[config.mk]
export PLATFORM = sky130hd
export DESIGN_NAME = evlog_guard
export DESIGN_NICKNAME = d
export VERILOG_FILES = /design/src/rtl/evlog_pkg.sv /design/src/rtl/evlog_decode.sv /design/src/rtl/evlog_clear_seq.sv /design/src/rtl/evlog_mission.sv /design/src/rtl/evlog_store.sv /design/src/rtl/evlog_guard.sv
export SDC_FILE = /design/constraint.sdc
export NUM_CORES = 1
export LEC_CHECK = 0
export BUFFER_PORTS_ARGS = -buffer_cell sky130_fd_sc_hd__buf_2
export CAP_MARGIN = 10
export CORE_MARGIN = 4
export CORE_UTILIZATION = 54
export DETAILED_ROUTE_END_ITERATION = 16
export PLACE_DENSITY = 0.79
export SYNTH_ARGS = -nofsm -noshare
export SYNTH_HDL_FRONTEND = slang
export SYNTH_HIERARCHICAL = 1
export SYNTH_SLANG_ARGS = --single-unit
[constraint.sdc]
create_clock -name clk -period 4.7 [get_ports clk]
set_input_delay 0.47 -clock clk [delete_from_list [all_inputs] [get_ports clk]]
set_output_delay 0.47 -clock clk [all_outputs]
set_load 0.02 [all_outputs]
[src/rtl/evlog_pkg.sv]
package evlog_pkg;

    localparam int unsigned REG_CMD  = 0;
    localparam int unsigned REG_TRIM = 1;
    localparam int unsigned REG_PTR  = 2;

    localparam int unsigned CMD_CLR_BIT   = 0;
    localparam int unsigned CMD_START_BIT = 1;

    localparam int unsigned ST_ACTIVE  = 0;
    localparam int unsigned ST_ARMED   = 1;
    localparam int unsigned ST_CLEARED = 2;
    localparam int unsigned ST_BUSY    = 3;
    localparam int unsigned ST_FULL    = 4;
    localparam int unsigned ST_VIOL    = 5;
    localparam int unsigned ST_BITS    = 6;

    typedef enum logic [1:0] {
        MS_IDLE = 2'd0,
        MS_LOG  = 2'd1,
        MS_DONE = 2'd2
    } mission_e;

    typedef enum logic [2:0] {
        RG_NONE = 3'd0,
        RG_LOG  = 3'd1,
        RG_CMD  = 3'd2,
        RG_TRIM = 3'd3,
        RG_PTR  = 3'd4
    } region_e;

    typedef struct packed {
        logic    wr;
        region_e region;
        logic    clr_req;
        logic    start_req;
    } hostop_t;

    function automatic region_e classify(logic log_sel, int unsigned off);
        if (log_sel)               return RG_LOG;
        else if (off == REG_CMD)   return RG_CMD;
        else if (off == REG_TRIM)  return RG_TRIM;
        else if (off == REG_PTR)   return RG_PTR;
        else                       return RG_NONE;
    endfunction

    function automatic logic is_mapped(region_e r);
        return r != RG_NONE;
    endfunction

endpackage

[src/rtl/evlog_decode.sv]
module evlog_decode
    import evlog_pkg::*;
#(
    parameter int unsigned DATA_W = 16,
    parameter int unsigned IDX_W  = 4,
    localparam int unsigned ADDR_W = IDX_W + 1
) (
    input  logic              bus_wr,
    input  logic [ADDR_W-1:0] bus_addr,
    input  logic [DATA_W-1:0] bus_wdata,
    output hostop_t           op,
    output logic [IDX_W-1:0]  idx
);
    region_e region;

    always_comb begin
        region       = classify(bus_addr[ADDR_W-1], 32'(bus_addr[IDX_W-1:0]));
        idx          = bus_addr[IDX_W-1:0];
        op.wr        = bus_wr;
        op.region    = region;
        op.clr_req   = bus_wr && (region == RG_CMD) && bus_wdata[CMD_CLR_BIT];
        op.start_req = bus_wr && (region == RG_CMD) && bus_wdata[CMD_START_BIT]
                       && !bus_wdata[CMD_CLR_BIT];
    end
endmodule

[src/rtl/evlog_clear_seq.sv]
module evlog_clear_seq #(
    parameter int unsigned LOG_DEPTH = 16,
    localparam int unsigned IDX_W = $clog2(LOG_DEPTH)
) (
    input  logic             clk,
    input  logic             rst,
    input  logic             go,
    output logic             busy,
    output logic             wr_en,
    output logic [IDX_W-1:0] wr_idx,
    output logic             done
);
    localparam logic [IDX_W-1:0] LAST = IDX_W'(LOG_DEPTH - 1);

    logic [IDX_W-1:0] sweep_q;

    always_ff @(posedge clk) begin
        if (rst) begin
            busy    <= 1'b0;
            sweep_q <= '0;
        end else if (go && !busy) begin
            busy    <= 1'b1;
            sweep_q <= '0;
        end else if (busy) begin
            if (sweep_q == LAST) busy <= 1'b0;
            else                 sweep_q <= sweep_q + 1'b1;
        end
    end

    assign wr_en  = busy;
    assign wr_idx = sweep_q;
    assign done   = busy && (sweep_q == LAST);
endmodule

[src/rtl/evlog_mission.sv]
module evlog_mission
    import evlog_pkg::*;
#(
    parameter int unsigned DATA_W    = 16,
    parameter int unsigned LOG_DEPTH = 16,
    localparam int unsigned IDX_W = $clog2(LOG_DEPTH),
    localparam int unsigned CNT_W = IDX_W + 1
) (
    input  logic              clk,
    input  logic              rst,
    input  logic              abort,
    input  logic              start_go,
    input  logic              clr_go,
    input  logic              clr_done,
    input  logic              ev_in,
    input  logic [DATA_W-1:0] ts,
    output mission_e          state,
    output logic              cleared,
    output logic              full,
    output logic [CNT_W-1:0]  count,
    output logic              log_we,
    output logic [IDX_W-1:0]  log_idx,
    output logic [DATA_W-1:0] log_data
);
    localparam logic [CNT_W-1:0] LAST_CNT = CNT_W'(LOG_DEPTH - 1);

    logic ev_prev;
    logic ev_rise;

    assign ev_rise  = ev_in && !ev_prev;
    assign log_we   = (state == MS_LOG) && ev_rise && !abort && !start_go;
    assign log_idx  = count[IDX_W-1:0];
    assign log_data = ts;

    always_ff @(posedge clk) begin
        if (rst) begin
            state   <= MS_IDLE;
            cleared <= 1'b0;
            full    <= 1'b0;
            count   <= '0;
            ev_prev <= 1'b0;
        end else begin
            ev_prev <= ev_in;
            if (start_go) begin
                state   <= MS_LOG;
                cleared <= 1'b0;
            end else if (abort) begin
                state <= MS_IDLE;
            end else if (log_we) begin
                count <= count + 1'b1;
                if (count == LAST_CNT) begin
                    state <= MS_DONE;
                    full  <= 1'b1;
                end
            end
            if (clr_go) begin
                count   <= '0;
                full    <= 1'b0;
                cleared <= 1'b0;
            end
            if (clr_done) cleared <= 1'b1;
        end
    end
endmodule

[src/rtl/evlog_store.sv]
module evlog_store #(
    parameter int unsigned DATA_W    = 16,
    parameter int unsigned LOG_DEPTH = 16,
    localparam int unsigned IDX_W = $clog2(LOG_DEPTH)
) (
    input  logic              clk,
    input  logic              clr_we,
    input  logic [IDX_W-1:0]  clr_idx,
    input  logic              ev_we,
    input  logic [IDX_W-1:0]  ev_idx,
    input  logic [DATA_W-1:0] ev_data,
    input  logic [IDX_W-1:0]  rd_idx,
    output logic [DATA_W-1:0] rd_data
);
    logic [DATA_W-1:0] words [LOG_DEPTH];

    always_ff @(posedge clk) begin
        if (clr_we)     words[clr_idx] <= '0;
        else if (ev_we) words[ev_idx]  <= ev_data;
    end

    always_comb begin
        if (32'(rd_idx) < LOG_DEPTH) rd_data = words[rd_idx];
        else                         rd_data = '0;
    end
endmodule

[src/rtl/evlog_guard.sv]
module evlog_guard
    import evlog_pkg::*;
#(
    parameter int unsigned DATA_W    = 16,
    parameter int unsigned LOG_DEPTH = 16,
    localparam int unsigned IDX_W  = $clog2(LOG_DEPTH),
    localparam int unsigned ADDR_W = IDX_W + 1,
    localparam int unsigned CNT_W  = IDX_W + 1
) (
    input  logic              clk,
    input  logic              rst,
    input  logic              bus_wr,
    input  logic [ADDR_W-1:0] bus_addr,
    input  logic [DATA_W-1:0] bus_wdata,
    output logic [DATA_W-1:0] bus_rdata,
    input  logic              event_in,
    input  logic [DATA_W-1:0] time_now,
    output logic              mission_active,
    output logic              mission_armed,
    output logic              mem_cleared,
    output logic              clear_busy,
    output logic              log_full,
    output logic              wr_violation
);
    hostop_t           op;
    logic [IDX_W-1:0]  op_idx;
    logic              clr_go, start_go, abort;
    logic              sw_we, sw_done;
    logic [IDX_W-1:0]  sw_idx;
    mission_e          mstate;
    logic [CNT_W-1:0]  count;
    logic              ev_we;
    logic [IDX_W-1:0]  ev_idx;
    logic [DATA_W-1:0] ev_data;
    logic [DATA_W-1:0] log_word;
    logic [DATA_W-1:0] trim_q;
    logic              viol_q;
    logic [ST_BITS-1:0] status;

    evlog_decode #(.DATA_W(DATA_W), .IDX_W(IDX_W)) u_dec (
        .bus_wr    (bus_wr),
        .bus_addr  (bus_addr),
        .bus_wdata (bus_wdata),
        .op        (op),
        .idx       (op_idx)
    );

    assign clr_go   = op.clr_req && !clear_busy;
    assign start_go = op.start_req && mem_cleared && !clear_busy;
    assign abort    = op.wr && is_mapped(op.region);

    evlog_clear_seq #(.LOG_DEPTH(LOG_DEPTH)) u_clr (
        .clk    (clk),
        .rst    (rst),
        .go     (clr_go),
        .busy   (clear_busy),
        .wr_en  (sw_we),
        .wr_idx (sw_idx),
        .done   (sw_done)
    );

    evlog_mission #(.DATA_W(DATA_W), .LOG_DEPTH(LOG_DEPTH)) u_msn (
        .clk      (clk),
        .rst      (rst),
        .abort    (abort),
        .start_go (start_go),
        .clr_go   (clr_go),
        .clr_done (sw_done),
        .ev_in    (event_in),
        .ts       (time_now),
        .state    (mstate),
        .cleared  (mem_cleared),
        .full     (log_full),
        .count    (count),
        .log_we   (ev_we),
        .log_idx  (ev_idx),
        .log_data (ev_data)
    );

    evlog_store #(.DATA_W(DATA_W), .LOG_DEPTH(LOG_DEPTH)) u_mem (
        .clk     (clk),
        .clr_we  (sw_we),
        .clr_idx (sw_idx),
        .ev_we   (ev_we),
        .ev_idx  (ev_idx),
        .ev_data (ev_data),
        .rd_idx  (op_idx),
        .rd_data (log_word)
    );

    always_ff @(posedge clk) begin
        if (rst) begin
            trim_q <= '0;
            viol_q <= 1'b0;
        end else if (clr_go) begin
            trim_q <= '0;
            viol_q <= 1'b0;
        end else if (op.wr) begin
            if (op.region == RG_TRIM) trim_q <= bus_wdata;
            if (op.region == RG_LOG)  viol_q <= 1'b1;
        end
    end

    assign mission_active = (mstate == MS_LOG);
    assign mission_armed  = (mstate == MS_LOG) || (mstate == MS_DONE);
    assign wr_violation   = viol_q;

    always_comb begin
        status              = '0;
        status[ST_ACTIVE]   = mission_active;
        status[ST_ARMED]    = mission_armed;
        status[ST_CLEARED]  = mem_cleared;
        status[ST_BUSY]     = clear_busy;
        status[ST_FULL]     = log_full;
        status[ST_VIOL]     = viol_q;
        unique case (op.region)
            RG_LOG:  bus_rdata = log_word;
            RG_CMD:  bus_rdata = DATA_W'(status);
            RG_TRIM: bus_rdata = trim_q;
            RG_PTR:  bus_rdata = DATA_W'(count);
            default: bus_rdata = '0;
        endcase
    end
endmodule

==> results of run 1 <==
==> path summary, 6_finish.rpt <==
| check | startpoint | to | slack, ns |
|---|---|---|---|
| max | u_clr/busy | u_mem/words[1][10] | 1.07 |
| min | bus_wdata[14] | trim_q[14] | 0.16 |
| max reg2reg | u_clr/busy | u_mem/words[1][10] | 1.07 |
| min reg2reg | trim_q[3] | trim_q[3] | 0.46 |
==> power by group <==
group	total [mW]	switching, mW	internal (mW)	leakage [nW]
combinational	0.148	0.0887	0.0595	1.44
clock	2.02	0.877	1.14	0.395
sequential	2.75	0.00201	2.75	3.14
total	4.92	0.968	3.95	4.98
==> sequential cells by signal (all words and copies together) (netlist names) <==
signal,cells
trim_q,16
u_clr/busy,1
u_clr/wr_idx,4
u_mem/words,256
u_msn/cleared,1
u_msn/count,5
u_msn/ev_prev,1
u_msn/full,1
u_msn/state,2
wr_violation,1
==> layer usage <==
layer  part of all wire  vias to the layer above
met1               0.39                     3415
met3               0.10                       66
met5                  0                        -
li1                   -                     2841
met4              0.039                        0
met2               0.46                      367
==> area by class of cell <==
class / instances / area [sq um]
fill: 1489 / 8630
sequential: 288 / 8330
multi-input combinational: 330 / 3150
clock buffer: 36 / 731
timing repair buffer: 86 / 493
tap: 280 / 350
clock inverter: 12 / 90.1
inverter: 14 / 52.6
antenna: 1 / 2.50
==> worst max-delay path, stage by stage (launching register included) <==
cell,delay [ns]
dfxtp_1,0.88
nor2_1,0.26
or3b_1,0.54
nor2_1,0.50
nand2b_1,0.22
a31oi_1,0.59
nor2_1,0.13
buf_4,0.25
==> cells by family (layout without fill, tap and decap cells) <==
kind of cell	count (synthesis)	count (layout)	share of synthesized area
and+or+nand+nor	154	154	0.0676
AOI/OAI and AO/OA	92	92	0.0538
buffers and inverters	77	148	0.0427
muxes	80	80	0.137
other	0	1	0
adders and majority gates	4	4	0.00418
DFF	288	288	0.695
==> cells in the final DEF, fill, tap and decap left out, types with 2 or more instances in the layout <==
master	synthesis	final
mux2i_1	16	16
nand2_1	53	53
clkinv_1	0	5
edfxtp_1	256	256
o31ai_1	2	2
clkinvlp_2	0	2
inv_1	14	14
or3b_1	2	2
a31oi_1	8	8
nor3b_1	4	4
ha_1	4	4
clkbuf_16	0	28
nor2_1	40	40
a22oi_1	32	32
mux4_2	54	54
and2_1	18	18
nor4bb_1	4	4
clkinv_2	0	3
or4_1	2	2
o21ai_0	8	8
and4b_1	3	3
nand2b_1	2	2
nand3_1	4	4
a21oi_2	10	10
a32oi_1	5	5
mux4_1	10	10
clkbuf_1	7	8
buf_4	34	25
dfxtp_1	32	32
a21oi_1	18	18
buf_2	8	61
nor2b_1	5	5
nor4b_1	2	2
==> metrics by stage <==
step	area, sq um	worst slack (ns)	hold slack (ns)
floorplan	12000	1.23	0.436
global placement	12400	1.28	0.446
detailed placement	12400	1.05	0.455
CTS	13200	1.19	0.145
global route	13200	0.891	0.157
finish	13200	1.07	0.161
==> results.md, run 1 <==
* Status: finished, final reports clean
* Die ar. at 24600 sq um
* Placer congestion estimate at 0.889
* GR Util met3 at 0.0454
* Final wirelength at 27100 um
* Sequential share of the synthesized area at 0.695
* Num Clock Sinks at 288
* Pleak at 4.98 nW
* GR Layer Usage met1 at 0.321
* Die Ht at 157 um
* Setup_tns at 0 ns
* Initial antenna violation count at 1
* Clk slew on worst S/H paths at 0.06 ns
* Hold Path Depth at 3
* Synth top cells by count: edfxtp_1 (256), mux4_2 (54), nand2_1 (53)
* Syn Std Cell Area at 12000 sq um
* Yosys warns at 6
* Arr. time, crit path at 3.90 ns
* Layout cell share with drive strength beyond 1 at 0.256
* Final design utilization at 0.605
* Pwr Total at 4.92 mW
* GR peak layer: met2
* Req. time, crit path at 4.96 ns
* Most common cell in the netlist: edfxtp_1
* Hold WC Path Type: input pin to flop
* GRT overflow at 0
* Ys flop type: edfxtp_1
* Mapped Nets at 740
* Syn-to-layout area delta at 10.1%
* Worst setup path category: flop to flop
* Final Max Slew Viols at 0
* Shortest period the worst path allows at 3.63 ns
* Routed len/inst at 25.8 um
* Startpoint Class: flop
* Antenna-violating nets left at 0
* Synth area leaders: edfxtp_1 (64%), mux4_2 (10%), dfxtp_1 (5.3%)
* Final hold violation count at 0
* Leading area contributor after synthesis: edfxtp_1
* First-pass GRT wire length at 40200 um
* CP Max Fanout at 26
* Die extent in x at 157 um
* Routed via count at 6689
* Distinct cells, synth at 57
* RSZ-0062 raised after global routing: no
* CTS resizes at 0
* Grt met2 use at 0.336
* DR DRC count at 0
* Number of synthesized register bits at 288
* Post-CTS Setup Inserts at 0
* MaxCap Viol Count at 0
* Number of flops mapped to enable cells by yosys at 256
* Mean Syn Cell Area at 17.2 sq um
* Port Buf Inserts at 62
* CP Capture Type: flop
* Fmax achieved at 0.275 GHz
* VDD IR-drop max at 0.274 mV
* Top Ports at 63
* Root Buffer: clkbuf_16
* Number of iterations in the first detailed-routing pass at 7
* Synth Instances at 695
* Core ar. at 21800 sq um
* Std cell rows at 54
* Number of H-tree levels at 1
* Largest net degree at the start of global routing at 66
* Dpl cells at 997
* Total Routing Usage GR at 0.221
* Synth top area share at 0.642
* Max clock buf depth at 3
* CTS Buf Count at 28
* Cells on worst reg2reg path at 7
* Initial DRC Count at 877
* Non-filler instance count after layout at 1047
* Skew-Pair Late Insertion Delay at 0.55 ns
* Tcrit/Tclk final at 0.773
* Cts-stage hold buffer count at 0
* Initial core utilization at 0.549
* Vias in the first global route at 6441
* Via/cell ratio at 6.39
* Skew final at 0.0270 ns
* Post-DP HPWL at 16800 um
* PD cells at 373 nW/um^2
* Worst slew pin tran at 0.933 ns
* Final nets at 793
* Asr flop ratio synth at 0
* Setup violators final at 0
* Slew HR at 0.378
* CTS tree: done
(Power assumes the default switching activity.)
==> run 2, diff against run 1 <==
clock period = 3.8 ns   (was 4.7 ns; I/O delays follow)
==> run 2 against run 1 <==
Clock skew fell by 0.016 ns. Sequential share of layout area fell by 0.28 points. Combinational power rose by 26%. Largest cell class unchanged.
==> results.md, run 2 (synthesis gave the netlist of run 1 again) <==
* Status: finished, final reports clean
* Initial antenna violation count at 0
* Antenna-violating nets left at 0
* Initial DRC Count at 1038
* Total Routing Usage GR at 0.230
* Clk slew on worst S/H paths at 0.06 ns
* PD cells at 464 nW/um^2
* Wl on met1 at 11000 um
* R2R Setup Slk at 0.84 ns
* Layout cell share with drive strength beyond 1 at 0.264
* ANT cells at 0
* Number of H-tree levels at 1
* Post-DP Area at 12400 sq um
* CTS Buf Count at 28
* Hold Path Depth at 3
* Final Max Slew Viols at 0
* Arr. time, crit path at 2.80 ns
* Die ar. at 24600 sq um
* Post-route cell area at 13300 sq um
* Met3 routed WL at 2520 um
* CP Capture Type: output port
* Pleak at 5.02 nW
* Via/cell ratio at 6.46
* Most frequent cells in the layout: edfxtp_1 (256), buf_2 (61), mux4_2 (54)
* Initial core utilization at 0.549
* Fillcell total at 1501
* Largest net degree at the start of global routing at 66
* Setup_tns at 0 ns
* Cts-stage hold buffer count at 0
* Num Clock Sinks at 288
* Syn-to-layout area delta at 10.6%
* Tcrit/Tclk final at 0.838
* Top Ports at 63
* Final nets at 797
* CTS tree: done
* Highest routed layer: met4
* Setup crit end: bus_rdata[3]
* Post-CTS Setup Inserts at 0
* VDD IR-drop max at 0.264 mV
* Final design utilization at 0.607
* Final Hold Slack at 0.0884 ns
* Pwr Total at 6.16 mW
* CP Max Fanout at 65
* Routed len/inst at 26.7 um
* Hold WC Path Type: input pin to flop
* Most flop-heavy register: u_mem/words
* Max clock buf depth at 3
* Wire length on met2 at 13600 um
* Final wirelength at 28200 um
* Port Buf Inserts at 62
* RSZ-0062 raised after global routing: no
* Area taken by multi-input logic gates at 3150 sq um
* Critical R2R Capture: u_mem/words[2][9]
* Req. time, crit path at 3.42 ns
* Die Ht at 157 um
* Worst R2R Start: u_clr/busy
* Skew-Pair Late Insertion Delay at 0.54 ns
* Setup violators final at 0
* Max reg flops at 256
* Std cell rows at 54
* Die extent in x at 157 um
* Fmax achieved at 0.314 GHz
* Core ar. at 21800 sq um
* Routed via count at 6809
* Critical path launch point: bus_addr[1]
* Slew HR at 0.391
* DR DRC count at 0
* Shortest period the worst path allows at 3.18 ns
* Root Buffer: clkbuf_16
* Most common cell after layout, fill and taps aside: edfxtp_1
* CTS resizes at 0
* Placer congestion estimate at 0.868
* Number of iterations in the first detailed-routing pass at 5
* Skew final at 0.0109 ns
* Vias in the first global route at 6817
* Seq. cell area at 8330 sq um
* Worst setup path category: input pin to output port
* MaxCap Viol Count at 0
* Worst slew pin tran at 0.913 ns
* Cells on worst reg2reg path at 9
* GRT overflow at 0
* Startpoint Class: input pin
* Biggest regs: u_mem/words x256, trim_q x16, u_msn/count x5
* First-pass GRT wire length at 42100 um
* Final hold violation count at 0
* Post-DP HPWL at 17100 um
## run 2: power by group
group	switching (mW)	internal, mW	leakage [nW]
clock network	1.11	1.46	0.420
registers	0.00207	3.40	3.14
logic	0.112	0.0739	1.46
## run 2: critical path, stage by stage
cell	delay (ns)
buf_2	0.12
buf_4	0.69
mux4_1	0.46
a22oi_1	0.43
nand2_1	0.18
mux2i_1	0.17
o21ai_0	0.12
buf_2	0.20
## run 2: per-stage QoR
stage	instances	setup WS [ns]
global route	1054	0.456
finish	1054	0.615
detailed placement	1002	0.533
CTS	1054	0.541
global placement	1002	0.613
floorplan	695	0.416
## run 2: how the worst min path moves through the flow
| stage | startpoint | slack [ns] | endpoint |
|---|---|---|---|
| floorplan | trim_q[0] | 0.44 | trim_q[0] |
| detailed placement | trim_q[13] | 0.46 | trim_q[13] |
| CTS | bus_wdata[5] | 0.08 | trim_q[5] |
| finish | bus_wdata[14] | 0.09 | trim_q[14] |
| global route | bus_wdata[5] | 0.09 | trim_q[5] |
| global placement | trim_q[14] | 0.45 | trim_q[14] |
## run 2: layout make-up
type | instances | share of cell area
Clock buffer | 38 | 0.0573
Clock inverter | 14 | 0.00699
Inverter | 14 | 0.00396
Multi-Input combinational cell | 330 | 0.238
Sequential cell | 288 | 0.628
Tap cell | 280 | 0.0264
Timing Repair Buffer | 90 | 0.0395
## run 2: per-layer routing
metal,track usage,vias to the layer above
li1,-,2841
met1,0.332,3469
met2,0.369,447
met3,0.0335,52
met4,0.0769,0
met5,0,-
==> run 3, diff against run 2 <==
clock period = 3 ns   (was 3.8 ns; I/O delays follow)
==> run 3 against run 2 <==
Power is 30% higher. Via count grew 0.43%. Sequential power increased by 27%. Setup slack lost 0.44 ns. Critical path depth did not move. Combinational power increased by 89%. Die area did not move. Wire length is 1.5% lower. Non-clock buffer count increased by 29. First-iteration DRC count shrank 24%. Clock skew is 0.0062 ns higher. Critical endpoint is now bus_rdata[5].
==> results.md, run 3 (synthesis gave the netlist of run 1 again) <==
* Via/cell ratio at 6.33
* Skew final at 0.0171 ns
* Most frequent cells in the layout: edfxtp_1 (256), buf_2 (61), mux4_2 (54)
* VDD IR-drop max at 0.441 mV
* Layout cell share with drive strength beyond 1 at 0.293
* Worst slew pin tran at 0.951 ns
* Placer congestion estimate at 0.929
* Port Buf Inserts at 62
* Hold Path Depth at 3
* CP Max Fanout at 65
* Hold WC Path Type: input pin to flop
* Crit-path cells: buf_2 -> buf_4 -> mux4_1 -> a22oi_1 -> nand2_1 -> mux2i_1 -> o21ai_0 -> buf_2
* Worst setup path category: input pin to output port
* MaxCap Viol Count at 0
* Setup WS pre-CTS at -0.134 ns
* RSZ-0062 raised after global routing: no
* Most common cell after layout, fill and taps aside: edfxtp_1
* DR DRC count at 0
* Die Ht at 157 um
* Number of iterations in the first detailed-routing pass at 6
* Most flop-heavy register: u_mem/words
* Number of H-tree levels at 1
* Post-CTS Setup Inserts at 0
* Fmax achieved at 0.354 GHz
* Status: finished, final reports clean
* CP peak stage delay at 0.73 ns
* Final Max Slew Viols at 0
* Core ar. at 21800 sq um
* ANT cells at 0
* Levels on crit path at 8
* CTS tree: done
* Final worst-path setup slack at 0.171 ns
* Biggest regs: u_mem/words x256, trim_q x16, u_msn/count x5
* Slowest CP cell: buf_4
* Routed len/inst at 25.7 um
* Cells on worst reg2reg path at 8
* Shortest period the worst path allows at 2.83 ns
* Routed via count at 6838
* Top cell by count, worst path: buf_2
* Clk slew on worst S/H paths at 0.06 ns
* Vias in the first global route at 6997
* R2R Setup Slk at 0.28 ns
* Arr. time, crit path at 2.53 ns
* Top Ports at 63
* Startpoint Class: input pin
* Post-DP Area at 12800 sq um
* CTS resizes at 0
* Tcrit/Tclk final at 0.943
* Initial DRC Count at 791
* GRT overflow at 0
* Final design utilization at 0.629
* Std cell rows at 54
* Post-route cell area at 13700 sq um
* Final wirelength at 27700 um
* Max clock buf depth at 3
* Crit path buf inv count at 3
* Root Buffer: clkbuf_16
* Crit path max-delay family: buffers and inverters
* PD cells at 582 nW/um^2
* Antenna-violating nets left at 0
* Num Clock Sinks at 288
* Total Routing Usage GR at 0.229
* Initial core utilization at 0.549
* Die ar. at 24600 sq um
* Initial antenna violation count at 1
* Slew HR at 0.366
* Largest net degree at the start of global routing at 66
* CTS Buf Count at 28
* Pleak at 4.00 nW
* CP Capture Type: output port
* Die extent in x at 157 um
* Post-DP HPWL at 17200 um
* Final nets at 826
* Syn-to-layout area delta at 14.5%
* Max reg flops at 256
* Setup violators final at 0
* Req. time, crit path at 2.70 ns
* Skew-Pair Late Insertion Delay at 0.55 ns
* Final hold violation count at 0
* First-pass GRT wire length at 42200 um
## run 3: cell types whose count changed in the layout (fill, tap and decap cells not counted), moves of 4 or more
| cell | change |
|---|---|
| nor2_2 | +11 |
| clkinv_1 | +4 |
| nor2_1 | -16 |
| buf_12 | +12 |
| dlygate4sd3_1 | +7 |
| nor2_4 | +5 |
| clkinv_2 | -7 |
| buf_4 | +10 |
## run 3: worst paths after layout
path            startpoint                 to
max            bus_addr[1]       bus_rdata[5]
min           bus_wdata[8]          trim_q[8]
max reg2reg  u_msn/cleared  u_mem/words[1][8]
min reg2reg      trim_q[4]          trim_q[4]
## run 3: cell type report
| class | instances | area (sq um) |
|---|---|---|
| tap | 280 | 350 |
| fill | 1496 | 8110 |
| inverter | 14 | 52.6 |
| multi-input combinational | 330 | 3210 |
| clock buffer | 38 | 738 |
| timing repair buffer | 119 | 908 |
| clock inverter | 12 | 125 |
| sequential | 288 | 8330 |
## run 3: repair_timing
action | CTS | global route
endpoints found under the hold margin | 6 | 1
endpoints found under the setup margin | 0 | 0
hold buffers | 6 | 1
## run 3: through the flow
stage / power (mW) / hold slack [ns] / instances / TNS [ns]
2_1_floorplan: 4.63 / 0.365 / 695 / -13.65
3_3_place_gp: 4.73 / 0.447 / 1024 / 0
3_5_place_dp: 4.73 / 0.462 / 1024 / -4.28
4_1_cts: 8.03 / 0.00268 / 1080 / 0
5_1_grt: 8.25 / 0.00529 / 1081 / 0
6_report: 7.98 / 0.0173 / 1081 / 0
## run 3: worst reg2reg max path: stages, from the launching register on
cell	delay, ns
dfxtp_1	0.36
nand2_1	0.09
nor2_1	0.05
or3b_1	0.41
nor2_1	0.10
buf_4	0.17
nor4b_1	0.39
a21oi_1	0.18
nor2_4	0.59
## run 3: where the power goes
group / switching, mW / leakage (nW) / internal (mW)
Clock: 1.43 / 0.413 / 1.89
Combinational: 0.209 / 1.46 / 0.142
Sequential: 0.00282 / 2.12 / 4.30
## run 3: per-layer routing
| metal | routed length, um | GRT usage | up-vias |
|---|---|---|---|
| met2 | 13600 | 0.378 | 339 |
| met5 | 0 | 0 | - |
| met4 | 911 | 0.0715 | 0 |
| met1 | 11100 | 0.315 | 3541 |
| li1 | - | - | 2903 |
| met3 | 2170 | 0.0415 | 55 |
